<file path="config.mk">
export PLATFORM = sky130hd
export DESIGN_NAME = adc_seq_top
export DESIGN_NICKNAME = d
export VERILOG_FILES = /design/src/rtl/adc_seq_pkg.sv /design/src/rtl/adc_seq_ctrlreg.sv /design/src/rtl/adc_seq_fsm.sv /design/src/rtl/adc_seq_fifo.sv /design/src/rtl/adc_seq_irq.sv /design/src/rtl/adc_seq_top.sv
export SDC_FILE = /design/constraint.sdc
export NUM_CORES = 1
export LEC_CHECK = 0
export BUFFER_PORTS_ARGS = -buffer_cell sky130_fd_sc_hd__buf_2
export CAP_MARGIN = 20
export CORE_MARGIN = 8
export CORE_UTILIZATION = 49
export CTS_CLUSTER_DIAMETER = 50
export DETAILED_ROUTE_END_ITERATION = 16
export GPL_ROUTABILITY_DRIVEN = 1
export PLACE_DENSITY = 0.89
export SLEW_MARGIN = 25
export SYNTH_ARGS = -nofsm -noshare
export SYNTH_HDL_FRONTEND = slang
export SYNTH_SLANG_ARGS = --single-unit
</file>
<file path="constraint.sdc">
create_clock -name clk -period 2.7 [get_ports clk]
set_clock_uncertainty 0.15 [all_clocks]
set_input_delay 0.27 -clock clk [delete_from_list [all_inputs] [get_ports clk]]
set_output_delay 0.27 -clock clk [all_outputs]
set_load 0.005 [all_outputs]
</file>
<file path="src/rtl/adc_seq_pkg.sv">
package adc_seq_pkg;
  localparam int DESC_W = 4;

  typedef struct packed {
    logic temp;
    logic ie;
    logic last;
    logic diff;
  } step_desc_t;

  typedef enum logic [1:0] {
    SQ_IDLE = 2'd0,
    SQ_REQ  = 2'd1,
    SQ_WAIT = 2'd2
  } sq_state_t;
endpackage

</file>
<file path="src/rtl/adc_seq_ctrlreg.sv">
module adc_seq_ctrlreg
  import adc_seq_pkg::*;
#(
  parameter int NUM_STEPS = 4
) (
  input  logic                          clk,
  input  logic                          rst_n,
  input  logic                          wr_en,
  input  logic [31:0]                   wr_data,
  output logic [31:0]                   rd_data,
  output step_desc_t [NUM_STEPS-1:0]    desc
);
  localparam int CW = NUM_STEPS * DESC_W;

  logic [CW-1:0] ctrl_q;

  always_ff @(posedge clk) begin
    if (!rst_n)     ctrl_q <= '0;
    else if (wr_en) ctrl_q <= wr_data[CW-1:0];
  end

  assign rd_data = {{(32-CW){1'b0}}, ctrl_q};

  for (genvar g = 0; g < NUM_STEPS; g++) begin : g_desc
    assign desc[g] = step_desc_t'(ctrl_q[g*DESC_W +: DESC_W]);
  end

  AST_CTRL_HOLD: assert property (@(posedge clk) disable iff (!rst_n)
    !wr_en |=> $stable(ctrl_q));
endmodule

</file>
<file path="src/rtl/adc_seq_fsm.sv">
module adc_seq_fsm
  import adc_seq_pkg::*;
#(
  parameter int NUM_STEPS = 4,
  parameter int RES_W     = 10
) (
  input  logic                         clk,
  input  logic                         rst_n,
  input  logic                         trig,
  input  step_desc_t [NUM_STEPS-1:0]   desc,
  output logic                         req_valid,
  input  logic                         req_ready,
  output logic [$clog2(NUM_STEPS)-1:0] req_step,
  output logic                         req_temp,
  output logic                         req_diff,
  input  logic                         res_valid,
  output logic                         res_ready,
  input  logic [RES_W-1:0]             res_data,
  output logic                         push,
  output logic [RES_W-1:0]             push_data,
  output logic                         irq_set,
  output logic                         busy
);
  localparam int STEP_W = $clog2(NUM_STEPS);
  localparam logic [STEP_W-1:0] LAST_STEP = STEP_W'(NUM_STEPS - 1);

  sq_state_t         state_q;
  logic [STEP_W-1:0] step_q;
  step_desc_t        cur;
  logic              final_step;
  logic              res_hs;

  assign cur        = desc[step_q];
  assign final_step = cur.last || (step_q == LAST_STEP);
  assign req_valid  = (state_q == SQ_REQ);
  assign res_ready  = (state_q == SQ_WAIT);
  assign res_hs     = res_valid && res_ready;
  assign req_step   = step_q;
  assign req_temp   = cur.temp;
  assign req_diff   = cur.diff;
  assign push       = res_hs;
  assign push_data  = res_data;
  assign irq_set    = res_hs && cur.ie;
  assign busy       = (state_q != SQ_IDLE);

  always_ff @(posedge clk) begin
    if (!rst_n) begin
      state_q <= SQ_IDLE;
      step_q  <= '0;
    end else begin
      unique case (state_q)
        SQ_IDLE: if (trig) begin
          state_q <= SQ_REQ;
          step_q  <= '0;
        end
        SQ_REQ: if (req_ready) state_q <= SQ_WAIT;
        SQ_WAIT: if (res_valid) begin
          if (final_step) state_q <= SQ_IDLE;
          else begin
            step_q  <= step_q + 1'b1;
            state_q <= SQ_REQ;
          end
        end
        default: state_q <= SQ_IDLE;
      endcase
    end
  end

  AST_REQ_HOLD: assert property (@(posedge clk) disable iff (!rst_n)
    req_valid && !req_ready |=> req_valid && $stable(req_step));
  AST_STEP_ADVANCE: assert property (@(posedge clk) disable iff (!rst_n)
    res_hs && !final_step |=> req_valid && (req_step == $past(req_step) + 1'b1));
  AST_STOP_AT_END: assert property (@(posedge clk) disable iff (!rst_n)
    res_hs && final_step |=> !busy && !req_valid);
  AST_TRIG_IGNORED: assert property (@(posedge clk) disable iff (!rst_n)
    busy && !res_hs |=> busy && $stable(req_step));
endmodule

</file>
<file path="src/rtl/adc_seq_fifo.sv">
module adc_seq_fifo #(
  parameter int DEPTH = 4,
  parameter int RES_W = 10
) (
  input  logic                     clk,
  input  logic                     rst_n,
  input  logic                     push,
  input  logic [RES_W-1:0]         push_data,
  input  logic                     pop_try,
  output logic                     rd_valid,
  output logic [RES_W-1:0]         rd_data,
  output logic [$clog2(DEPTH)-1:0] head,
  output logic [$clog2(DEPTH)-1:0] tail,
  output logic                     full,
  output logic                     empty,
  output logic                     ovf,
  input  logic                     ovf_clr,
  output logic                     unf,
  input  logic                     unf_clr
);
  localparam int PTR_W = $clog2(DEPTH);
  localparam logic [PTR_W-1:0] LAST_IDX = PTR_W'(DEPTH - 1);
  localparam logic [PTR_W:0]   FULL_CNT = (PTR_W+1)'(DEPTH);

  logic [RES_W-1:0] mem [DEPTH];
  logic [PTR_W:0]   cnt_q;
  logic [PTR_W-1:0] head_q, tail_q;
  logic             push_ok, pop_ok;

  assign full     = (cnt_q == FULL_CNT);
  assign empty    = (cnt_q == '0);
  assign push_ok  = push && !full;
  assign pop_ok   = pop_try && !empty;
  assign rd_valid = !empty;
  assign rd_data  = mem[head_q];
  assign head     = head_q;
  assign tail     = tail_q;

  always_ff @(posedge clk) begin
    if (push_ok) mem[tail_q] <= push_data;
  end

  always_ff @(posedge clk) begin
    if (!rst_n) begin
      cnt_q  <= '0;
      head_q <= '0;
      tail_q <= '0;
      ovf    <= 1'b0;
      unf    <= 1'b0;
    end else begin
      if (push_ok) tail_q <= (tail_q == LAST_IDX) ? '0 : tail_q + 1'b1;
      if (pop_ok)  head_q <= (head_q == LAST_IDX) ? '0 : head_q + 1'b1;
      case ({push_ok, pop_ok})
        2'b10:   cnt_q <= cnt_q + 1'b1;
        2'b01:   cnt_q <= cnt_q - 1'b1;
        default: cnt_q <= cnt_q;
      endcase
      if (push && full)         ovf <= 1'b1;
      else if (ovf_clr)         ovf <= 1'b0;
      if (pop_try && empty)     unf <= 1'b1;
      else if (unf_clr)         unf <= 1'b0;
    end
  end

  AST_NO_OVERFLOW: assert property (@(posedge clk) disable iff (!rst_n)
    push && full |=> $stable(tail_q) && ovf);
  AST_OVF_STICKY: assert property (@(posedge clk) disable iff (!rst_n)
    ovf && !ovf_clr |=> ovf);
  AST_NO_UNDERFLOW: assert property (@(posedge clk) disable iff (!rst_n)
    pop_try && empty |=> $stable(head_q) && unf);
  AST_UNF_STICKY: assert property (@(posedge clk) disable iff (!rst_n)
    unf && !unf_clr |=> unf);
  AST_FLAGS_EXCL: assert property (@(posedge clk) disable iff (!rst_n)
    !(full && empty));
  AST_PTR_MATCH: assert property (@(posedge clk) disable iff (!rst_n)
    (empty || full) |-> head_q == tail_q);
endmodule

</file>
<file path="src/rtl/adc_seq_irq.sv">
module adc_seq_irq (
  input  logic clk,
  input  logic rst_n,
  input  logic set,
  input  logic clr,
  input  logic mask,
  output logic raw,
  output logic irq
);
  always_ff @(posedge clk) begin
    if (!rst_n)   raw <= 1'b0;
    else if (set) raw <= 1'b1;
    else if (clr) raw <= 1'b0;
  end

  assign irq = raw && mask;

  AST_IRQ_STICKY: assert property (@(posedge clk) disable iff (!rst_n)
    raw && !clr |=> raw);
  AST_IRQ_SET: assert property (@(posedge clk) disable iff (!rst_n)
    set |=> raw);
endmodule

</file>
<file path="src/rtl/adc_seq_top.sv">
module adc_seq_top
  import adc_seq_pkg::*;
#(
  parameter int NUM_STEPS = 4,
  parameter int DEPTH     = 4,
  parameter int RES_W     = 10
) (
  input  logic                         clk,
  input  logic                         rst_n,
  input  logic                         ctrl_wr_en,
  input  logic [31:0]                  ctrl_wr_data,
  output logic [31:0]                  ctrl_rd_data,
  input  logic                         trig,
  output logic                         busy,
  output logic                         conv_req_valid,
  input  logic                         conv_req_ready,
  output logic [$clog2(NUM_STEPS)-1:0] conv_req_step,
  output logic                         conv_req_temp,
  output logic                         conv_req_diff,
  input  logic                         conv_res_valid,
  output logic                         conv_res_ready,
  input  logic [RES_W-1:0]             conv_res_data,
  output logic                         rd_valid,
  input  logic                         rd_ready,
  output logic [RES_W-1:0]             rd_data,
  output logic [15:0]                  fifo_status,
  output logic                         ovf_flag,
  input  logic                         ovf_clr,
  output logic                         unf_flag,
  input  logic                         unf_clr,
  input  logic                         int_mask,
  input  logic                         int_clr,
  output logic                         int_raw,
  output logic                         int_out
);
  localparam int PTR_W = $clog2(DEPTH);

  step_desc_t [NUM_STEPS-1:0] desc;
  logic                       push, irq_set, full, empty;
  logic [RES_W-1:0]           push_data;
  logic [PTR_W-1:0]           head, tail;

  adc_seq_ctrlreg #(.NUM_STEPS(NUM_STEPS)) u_ctrl (
    .clk(clk), .rst_n(rst_n), .wr_en(ctrl_wr_en), .wr_data(ctrl_wr_data),
    .rd_data(ctrl_rd_data), .desc(desc)
  );

  adc_seq_fsm #(.NUM_STEPS(NUM_STEPS), .RES_W(RES_W)) u_fsm (
    .clk(clk), .rst_n(rst_n), .trig(trig), .desc(desc),
    .req_valid(conv_req_valid), .req_ready(conv_req_ready),
    .req_step(conv_req_step), .req_temp(conv_req_temp), .req_diff(conv_req_diff),
    .res_valid(conv_res_valid), .res_ready(conv_res_ready), .res_data(conv_res_data),
    .push(push), .push_data(push_data), .irq_set(irq_set), .busy(busy)
  );

  adc_seq_fifo #(.DEPTH(DEPTH), .RES_W(RES_W)) u_fifo (
    .clk(clk), .rst_n(rst_n), .push(push), .push_data(push_data),
    .pop_try(rd_ready), .rd_valid(rd_valid), .rd_data(rd_data),
    .head(head), .tail(tail), .full(full), .empty(empty),
    .ovf(ovf_flag), .ovf_clr(ovf_clr), .unf(unf_flag), .unf_clr(unf_clr)
  );

  adc_seq_irq u_irq (
    .clk(clk), .rst_n(rst_n), .set(irq_set), .clr(int_clr),
    .mask(int_mask), .raw(int_raw), .irq(int_out)
  );

  always_comb begin
    fifo_status         = '0;
    fifo_status[PTR_W-1:0]   = tail;
    fifo_status[4 +: PTR_W]  = head;
    fifo_status[8]      = empty;
    fifo_status[12]     = full;
  end
endmodule

</file>
==> implementation parameters, run 1 <==
Parameter                              Value

Worst setup path
  Type of destination of the critical path ... flip-flop
  Required time reported for the critical path endpoint ... roughly 2.8 ns
  Source of the worst register-to-register timing path ... u_fifo.cnt_q[2]
  Crit path largest cell delay ... about 0.42 ns
  Cell with the largest stage delay on the worst path ... sky130_fd_sc_hd__nor3b_1
  Cell Chain, Critical Path ... nor3b_1 -> nor3b_2 -> inv_1 -> ha_1 -> inv_1 -> fa_1 -> xor2_1 -> or3_1 -> a21oi_1
  Startpoint class of the critical path ... flip-flop
  Critical Path AT ... 2.53 ns
  Source of the critical timing path ... u_fifo.cnt_q[2]
  Critical path's most frequent cell ... sky130_fd_sc_hd__inv_1
  Critical path start-end classification ... flip-flop to flip-flop
  Crit path max fanout ... 4

Power and ir drop
  Share of total power in combinational logic ... 0.080
  Sequential Power Share ... 0.525
  Switch share ... 0.219
  Power per unit of standard cell area ... 599 nW/µm²
  Power Internal ... roughly 1.8 mW
  Static power due to leakage ... between 1.5 and 2 nW
  Net switching power ... about 0.50 mW
  Highest ir drop seen on vdd ... roughly 0.47 mV
  Fraction of power consumed by the clock network ... 0.394

STA
  Achievable Freq ... around 420 MHz
  Setup TNS ... 0 ns
  Count of endpoints failing hold in the final timing report ... 0
  Unrepaired setup endpoints after global routing ... false
  Relative slew slack ... 0.550
  Final clock period utilization by the worst path ... 0.891
  Fin crit period ... 2.41 ns
  Setup slack after layout ... 0.294 ns
  Final number of setup-violating endpoints ... 0
  Tightest Pin Transition ... between 0.6 and 0.7 ns
  Max-slew violation total from the final report ... 0

GRT
  Number of global-route vias before repair ... around 2100
  Number of antenna violations at the first check in global routing ... 0
  Aggregate global-route resource usage ... 0.142
  Pin count of the biggest net entering global routing ... 29
  First-pass GRT wire length ... around 10000 µm
  Total grt overflow ... 0

Logic synthesis
  Share of synthesized area occupied by flip-flops and latches ... 0.579
  Count of warnings emitted by yosys ... 0
  Synth unique cells ... 39
  Most common flop cell mapped by yosys ... sky130_fd_sc_hd__edfxtp_1
  Number of synthesized flops with an enable pin ... 40
  Synthesized instance count ... approximately 240
  Post-Synthesis Cell Area ... 3180 µm²
  Synth Area per Inst ... approximately 13 µm²
  Async SR Flop Fraction ... 0
  Number of storage elements in the synthesis netlist ... a little over 70

Route
  Detail-routed net length per standard cell ... roughly 16 µm
  Total wire length after detailed routing ... between 6000 and 7000 µm
  Number of optimization iterations in the first detailed-route pass ... 4
  Total DRC errors in the routed layout ... 0
  Routed via count divided by cell count ... roughly 4.9
  DRC violation total after the first TritonRoute iteration ... 82
  DRT antenna net count ... 0
  Via count ... 2004

Die
  Die Span Y ... roughly 97 µm
  Total core area ... approximately 6300 µm²
  Starting utilization of the core area ... 0.504
  Die Footprint ... 9320 µm²
  IO Pins ... 123
  Die Span X ... between 90 and 100 µm
  Number of cell rows ... 29

Layout
  Count of non-filler cells in the finished layout ... between 400 and 500
  Most common cell after layout, fill and taps aside ... sky130_fd_sc_hd__buf_2
  Fraction of final layout cells sized beyond drive strength 1 ... 0.335
  Net count, final ... 390
  Diodes inserted ... 0
  P&R area growth vs syn ... 20.3%
  Leading cell types in the layout, fill and taps excluded ... sky130_fd_sc_hd__buf_2, sky130_fd_sc_hd__edfxtp_1, sky130_fd_sc_hd__dfxtp_1
  Total of fill cells in the finished design ... roughly 500

Clock tree
  Clk Latency, worst-skew pair ... 0.34 ns
  Maximum buffer depth of the clock tree ... 2
  Number of CTS-inserted buffers ... 9
  Clock tree from TritonCTS ... yes
  # clock sinks ... 72
  Quantity of gates resized following cts ... 0
  CTS H-tree lvls ... 3
  Clock slew at reported path FFs ... ~0.08 ns
  Root Driver ... sky130_fd_sc_hd__clkbuf_8
  Number of post-CTS setup repair buffers ... 0

Min path
  Start point of the worst hold path ... ctrl_wr_data[8]
  Hold WC Path Type ... input pin to flip-flop

Run
  Max-capacitance violation count ... 0

Run status
  Run status ... finished, final reports clean

Place
  Pre-CTS setup slack ... 0.321 ns
  Number of placed instances, taps included ... between 300 and 400
  Placer congestion estimate ... 0.719
  Number of buffers inserted by port buffering ... 80
  Post-detail-place hpwl ... between 4000 and 5000 µm
## path summary, 6_finish.rpt
check               endpoint  slack [ns]  cells past startpoint
max          u_fifo.cnt_q[2]        0.29                      9
min           u_ctrl.desc[8]        0.02                      3
max reg2reg  u_fifo.cnt_q[2]        0.29                      9
min reg2reg       u_fifo.ovf        0.34                      2
## worst max-delay path: cells and delay by family (launching register included)
family          cells  cell delay [ns]
compound gates      1             0.14
xor+xnor            1             0.16
fa+ha+maj           2             0.56
buf+inv             2             0.14
flops               1             0.36
simple gates        3             0.83
## power by group through the flow
stage          registers [mW]  clock network, mW  logic (mW)
3_5_place_dp             1.23                  0       0.175
6_report                 1.20              0.904       0.184
5_1_grt                  1.21              0.971       0.206
3_3_place_gp             1.23                  0       0.169
4_1_cts                  1.21              0.921       0.185
2_1_floorplan            1.22                  0       0.130
## cells by family (layout without fill, tap and decap cells)
| group | Yosys count | in the layout | synth area share |
|---|---|---|---|
| DFF | 72 | 72 | 0.579 |
| and+or+nand+nor | 55 | 55 | 0.0901 |
| buffers and inverters | 50 | 120 | 0.0952 |
| muxes | 33 | 33 | 0.160 |
| AOI/OAI and AO/OA | 18 | 18 | 0.0350 |
| adders and majority gates | 8 | 8 | 0.0338 |
| xor gates and xnor gates | 2 | 2 | 0.00551 |
| other | 1 | 26 | 0.00118 |
## state kept, by name, indices dropped and copies added (netlist names), named ones only
register and flops:
u_fifo.head 2, u_irq.raw 1, u_fsm.req_step 2, u_fifo.cnt_q 3, u_fifo.unf 1, u_fifo.mem 40, u_ctrl.desc 16, u_fifo.tail 2
u_fifo.ovf 1, u_fsm.state_q 2
## cell type report
class	instances	area (µm²)	area share
Inverter	14	52.6	0.0137
Sequential cell	72	1840	0.481
Multi-Input combinational cell	142	1130	0.295
Tap cell	77	96.3	0.0252
Timing Repair Buffer	90	495	0.129
Clock inverter	6	83.8	0.0219
Clock buffer	10	128	0.0333
## cell usage after synthesis, types with 2 or more instances
| cell type | n | area share |
|---|---|---|
| sky130_fd_sc_hd__nand3_1 | 2 | 0.0031 |
| sky130_fd_sc_hd__inv_1 | 13 | 0.015 |
| sky130_fd_sc_hd__mux4_1 | 3 | 0.025 |
| sky130_fd_sc_hd__buf_2 | 2 | 0.0031 |
| sky130_fd_sc_hd__dfxtp_1 | 32 | 0.20 |
| sky130_fd_sc_hd__and2_1 | 5 | 0.0098 |
| sky130_fd_sc_hd__buf_4 | 28 | 0.066 |
| sky130_fd_sc_hd__mux4_2 | 10 | 0.071 |
| sky130_fd_sc_hd__a32oi_1 | 2 | 0.0055 |
| sky130_fd_sc_hd__or3_1 | 3 | 0.0059 |
| sky130_fd_sc_hd__nand2_1 | 6 | 0.0071 |
| sky130_fd_sc_hd__nor2_1 | 28 | 0.033 |
| sky130_fd_sc_hd__edfxtp_1 | 40 | 0.38 |
| sky130_fd_sc_hd__mux2i_1 | 19 | 0.060 |
| sky130_fd_sc_hd__buf_1 | 3 | 0.0035 |
| sky130_fd_sc_hd__o21ai_0 | 2 | 0.0031 |
| sky130_fd_sc_hd__nand2b_1 | 2 | 0.0039 |
| sky130_fd_sc_hd__xor2_1 | 2 | 0.0055 |
| sky130_fd_sc_hd__ha_1 | 7 | 0.028 |
| sky130_fd_sc_hd__clkbuf_1 | 2 | 0.0024 |
| sky130_fd_sc_hd__nor2b_1 | 2 | 0.0039 |
| sky130_fd_sc_hd__a21oi_1 | 9 | 0.014 |
## timing repair
action                                 in CTS  in global routing
endpoints found under the hold margin      29                  0
setup endpoints to repair                   0                  0
hold buffers                                8                  0
## stage by stage
stage	utilization	area, µm²	total power [mW]	hold slack (ns)
CTS	0.606	3830	2.31	0.000368
global placement	0.560	3540	1.40	0.314
finish	0.606	3830	2.29	0.0158
floorplan	-	3270	1.35	0.219
detailed placement	0.560	3540	1.40	0.325
global route	0.606	3830	2.39	0.0104
## metal layers
| metal | vias to the layer above | GRT usage | wire [µm] |
|---|---|---|---|
| li1 | 973 | - | - |
| met1 | 947 | 0.150 | 2500 |
| met2 | 75 | 0.240 | 3160 |
| met3 | 9 | 0.0611 | 628 |
| met4 | 0 | 0.0643 | 107 |
| met5 | - | 0 | 0 |
No activity file was read; power rests on OpenSTA's default activity.
==> inputs of run 2 (changes only) <==
--- a/config.mk
+++ b/config.mk
@@ -7,7 +7,7 @@
 export LEC_CHECK = 0
 export BUFFER_PORTS_ARGS = -buffer_cell sky130_fd_sc_hd__buf_2
 export CAP_MARGIN = 20
-export CORE_MARGIN = 8
+export CORE_MARGIN = 2
 export CORE_UTILIZATION = 49
 export CTS_CLUSTER_DIAMETER = 50
 export DETAILED_ROUTE_END_ITERATION = 16
==> constraint.sdc (replaced) <==
create_clock -name clk -period 2.7 [get_ports clk]
set_clock_uncertainty 0.15 [all_clocks]
set_input_delay 0 -clock clk [delete_from_list [all_inputs] [get_ports clk]]
set_output_delay 0 -clock clk [all_outputs]
set_load 0.005 [all_outputs]
==> run 2 against run 1 <==
  * Wire length increased by 0.39%
  * Largest power group unchanged
  * Flip-flop and latch count unchanged
  * Critical endpoint unchanged
  * Clock-buffer cell count decreased by 1
  * Clock power increased by 2%
  * Final area increased by 7.6%
  * Total power increased by 2.0%
==> implementation parameters, run 2 (synthesis gave the netlist of run 1 again) <==
Parameter                              Value

Run status
  Run status ... finished, final reports clean

Clock tree
  Clock tree from TritonCTS ... yes
  Clk Latency, worst-skew pair ... between 0.3 and 0.4 ns
  Clock slew at reported path FFs ... roughly 0.080 ns
  Number of CTS-inserted buffers ... 9
  # clock sinks ... slightly above 70
  Maximum buffer depth of the clock tree ... 2
  Number of post-CTS setup repair buffers ... 0
  Quantity of gates resized following cts ... 0
  Root Driver ... sky130_fd_sc_hd__clkbuf_8
  CTS H-tree lvls ... 3

GRT
  Number of antenna violations at the first check in global routing ... 0
  Pin count of the biggest net entering global routing ... 29
  Total grt overflow ... 0
  First-pass GRT wire length ... ~10000 µm
  Number of global-route vias before repair ... around 2200
  Aggregate global-route resource usage ... 0.187

Power and ir drop
  Net switching power ... ~0.52 mW
  Power Internal ... 1.82 mW
  Total power ... approximately 2.3 mW
  Static power due to leakage ... roughly 1.8 nW
  Power per unit of standard cell area ... between 500 and 600 nW/µm²
  Highest ir drop seen on vdd ... between 0.4 and 0.5 mV
  Sequential Power Share ... 0.515
  Fraction of power consumed by the clock network ... 0.393
  Switch share ... 0.221
  Share of total power in combinational logic ... 0.092

Min path
  Hold WC Path Type ... input pin to flip-flop
  Worst Hold Path Cells ... 5
  Start point of the worst hold path ... conv_res_valid
  Capture endpoint of the worst hold path ... u_fsm.req_step[1]

STA
  Tightest Pin Transition ... ~0.66 ns
  Fin crit period ... roughly 2.4 ns
  Max-slew violation total from the final report ... 0
  Count of endpoints failing hold in the final timing report ... 0
  Final number of setup-violating endpoints ... 0
  Setup TNS ... 0 ns
  Unrepaired setup endpoints after global routing ... false
  Relative slew slack ... 0.557
  Final clock period utilization by the worst path ... 0.891
  Achievable Freq ... between 400 and 500 MHz

Route
  Via count ... roughly 2100
  DRT antenna net count ... 0
  Number of optimization iterations in the first detailed-route pass ... 5
  Total wire length after detailed routing ... around 6400 µm
  Routed via count divided by cell count ... 4.86
  Total DRC errors in the routed layout ... 0
  DRC violation total after the first TritonRoute iteration ... ~120
  Detail-routed net length per standard cell ... around 15 µm

Worst setup path
  Required time reported for the critical path endpoint ... approximately 2.8 ns
  Startpoint class of the critical path ... flip-flop
  Reg2Reg Depth ... 9
  Critical path's most frequent cell ... sky130_fd_sc_hd__inv_1
  FF-to-FF End ... u_fifo.cnt_q[2]
  Crit path largest cell delay ... between 0.4 and 0.5 ns
  Buffers plus inverters on the worst setup path ... 2
  Crit path max fanout ... 9
  Type of destination of the critical path ... flip-flop
  Critical path start-end classification ... flip-flop to flip-flop
  Critical Path AT ... 2.52 ns
  Cell Chain, Critical Path ... and2b_1 -> nor3b_2 -> inv_1 -> ha_1 -> inv_1 -> fa_1 -> xor2_1 -> or3_1 -> a21oi_1
  CP delay by family, top ... simple AND/OR/NAND/NOR gates
  Cell with the largest stage delay on the worst path ... sky130_fd_sc_hd__dfxtp_1
  Setup slack of the worst register-to-register path ... 0.29 ns
  Source of the worst register-to-register timing path ... u_fsm.state_q[0]

Layout
  Most common cell after layout, fill and taps aside ... sky130_fd_sc_hd__buf_2
  Leading cell types in the layout, fill and taps excluded ... sky130_fd_sc_hd__buf_2, sky130_fd_sc_hd__edfxtp_1, sky130_fd_sc_hd__dlygate4sd3_1
  P&R area growth vs syn ... 29.5%
  Fraction of final layout cells sized beyond drive strength 1 ... 0.312
  Diodes inserted ... 0
  Cell area after layout ... slightly above 4000 µm²
  Largest Register ... u_fifo.mem
  Number of flip-flops in the largest register ... 40
  Count of non-filler cells in the finished layout ... around 440
  Net count, final ... approximately 420
  Final core occ ... 0.652

Die
  Die Span Y ... between 80 and 90 µm
  Die Footprint ... 7150 µm²
  Starting utilization of the core area ... 0.504
  Total core area ... roughly 6300 µm²
  IO Pins ... approximately 120
  Number of cell rows ... 29
  Die Span X ... 84.6 µm

Place
  Cell area after placement ... 3530 µm²
  Number of buffers inserted by port buffering ... 80
  Post-detail-place hpwl ... slightly above 4000 µm
  Number of placed instances, taps included ... 386
  Placer congestion estimate ... around 0.75

Run
  Max-capacitance violation count ... 0
## run 2: worst max-delay path by stage
stage                           from         endpoint  slack (ns)  cells after the start
floorplan           u_fsm.state_q[0]  u_fifo.cnt_q[2]        0.31                     10
global placement    u_fsm.state_q[0]  u_fifo.cnt_q[2]        0.35                      9
detailed placement  u_fsm.state_q[0]  u_fifo.cnt_q[2]        0.29                      9
CTS                 u_fsm.state_q[0]  u_fifo.cnt_q[2]        0.27                      9
global route        u_fsm.state_q[0]  u_fifo.cnt_q[2]         0.1                      9
finish              u_fsm.state_q[0]  u_fifo.cnt_q[2]        0.29                      9
## run 2: metal layers
| metal | vias up | track usage | part of all wire |
|---|---|---|---|
| met3 | 4 | 0.0757 | 0.074 |
| li1 | 1038 | - | - |
| met4 | 0 | 0.0577 | 0.0073 |
| met2 | 80 | 0.327 | 0.51 |
| met5 | - | 0 | 0 |
| met1 | 1010 | 0.210 | 0.41 |
## run 2: timing repair
item | CTS | global route
setup endpoints to repair | 0 | 0
hold buffers | 37 | 0
endpoints found under the hold margin | 67 | 0
## run 2: layout make-up
type                    instances  area (µm²)
well taps                      77        96.3
multi-input cells             142        1130
fillers                       473        2200
repair buffers                118         778
flip-flops and latches         72        1840
inverters                      14        52.6
clock inverters                 7        95.1
clock buffers                   9         124
## run 2: power by group through the flow
stage          sequential (mW)  clock [mW]  combinational, mW
2_1_floorplan             1.22           0              0.130
3_3_place_gp              1.23           0              0.167
3_5_place_dp              1.23           0              0.171
4_1_cts                   1.20       0.942              0.214
5_1_grt                   1.21        1.01              0.238
6_report                  1.20       0.919              0.216
## run 2: worst min-delay path: cells and delay by family
| family | cells | cell delay (ns) |
|---|---|---|
| simple gates | 2 | 0.18 |
| compound gates | 2 | 0.17 |
| buf+inv | 1 | 0.14 |
## run 2: metrics by stage
step | hold WS, ns | setup WS (ns)
floorplan | -0.0511 | 0.306
global placement | 0.0663 | 0.352
detailed placement | 0.0708 | 0.288
CTS | 0.0297 | 0.268
global route | 0.0423 | 0.0992
finish | 0.0420 | 0.295
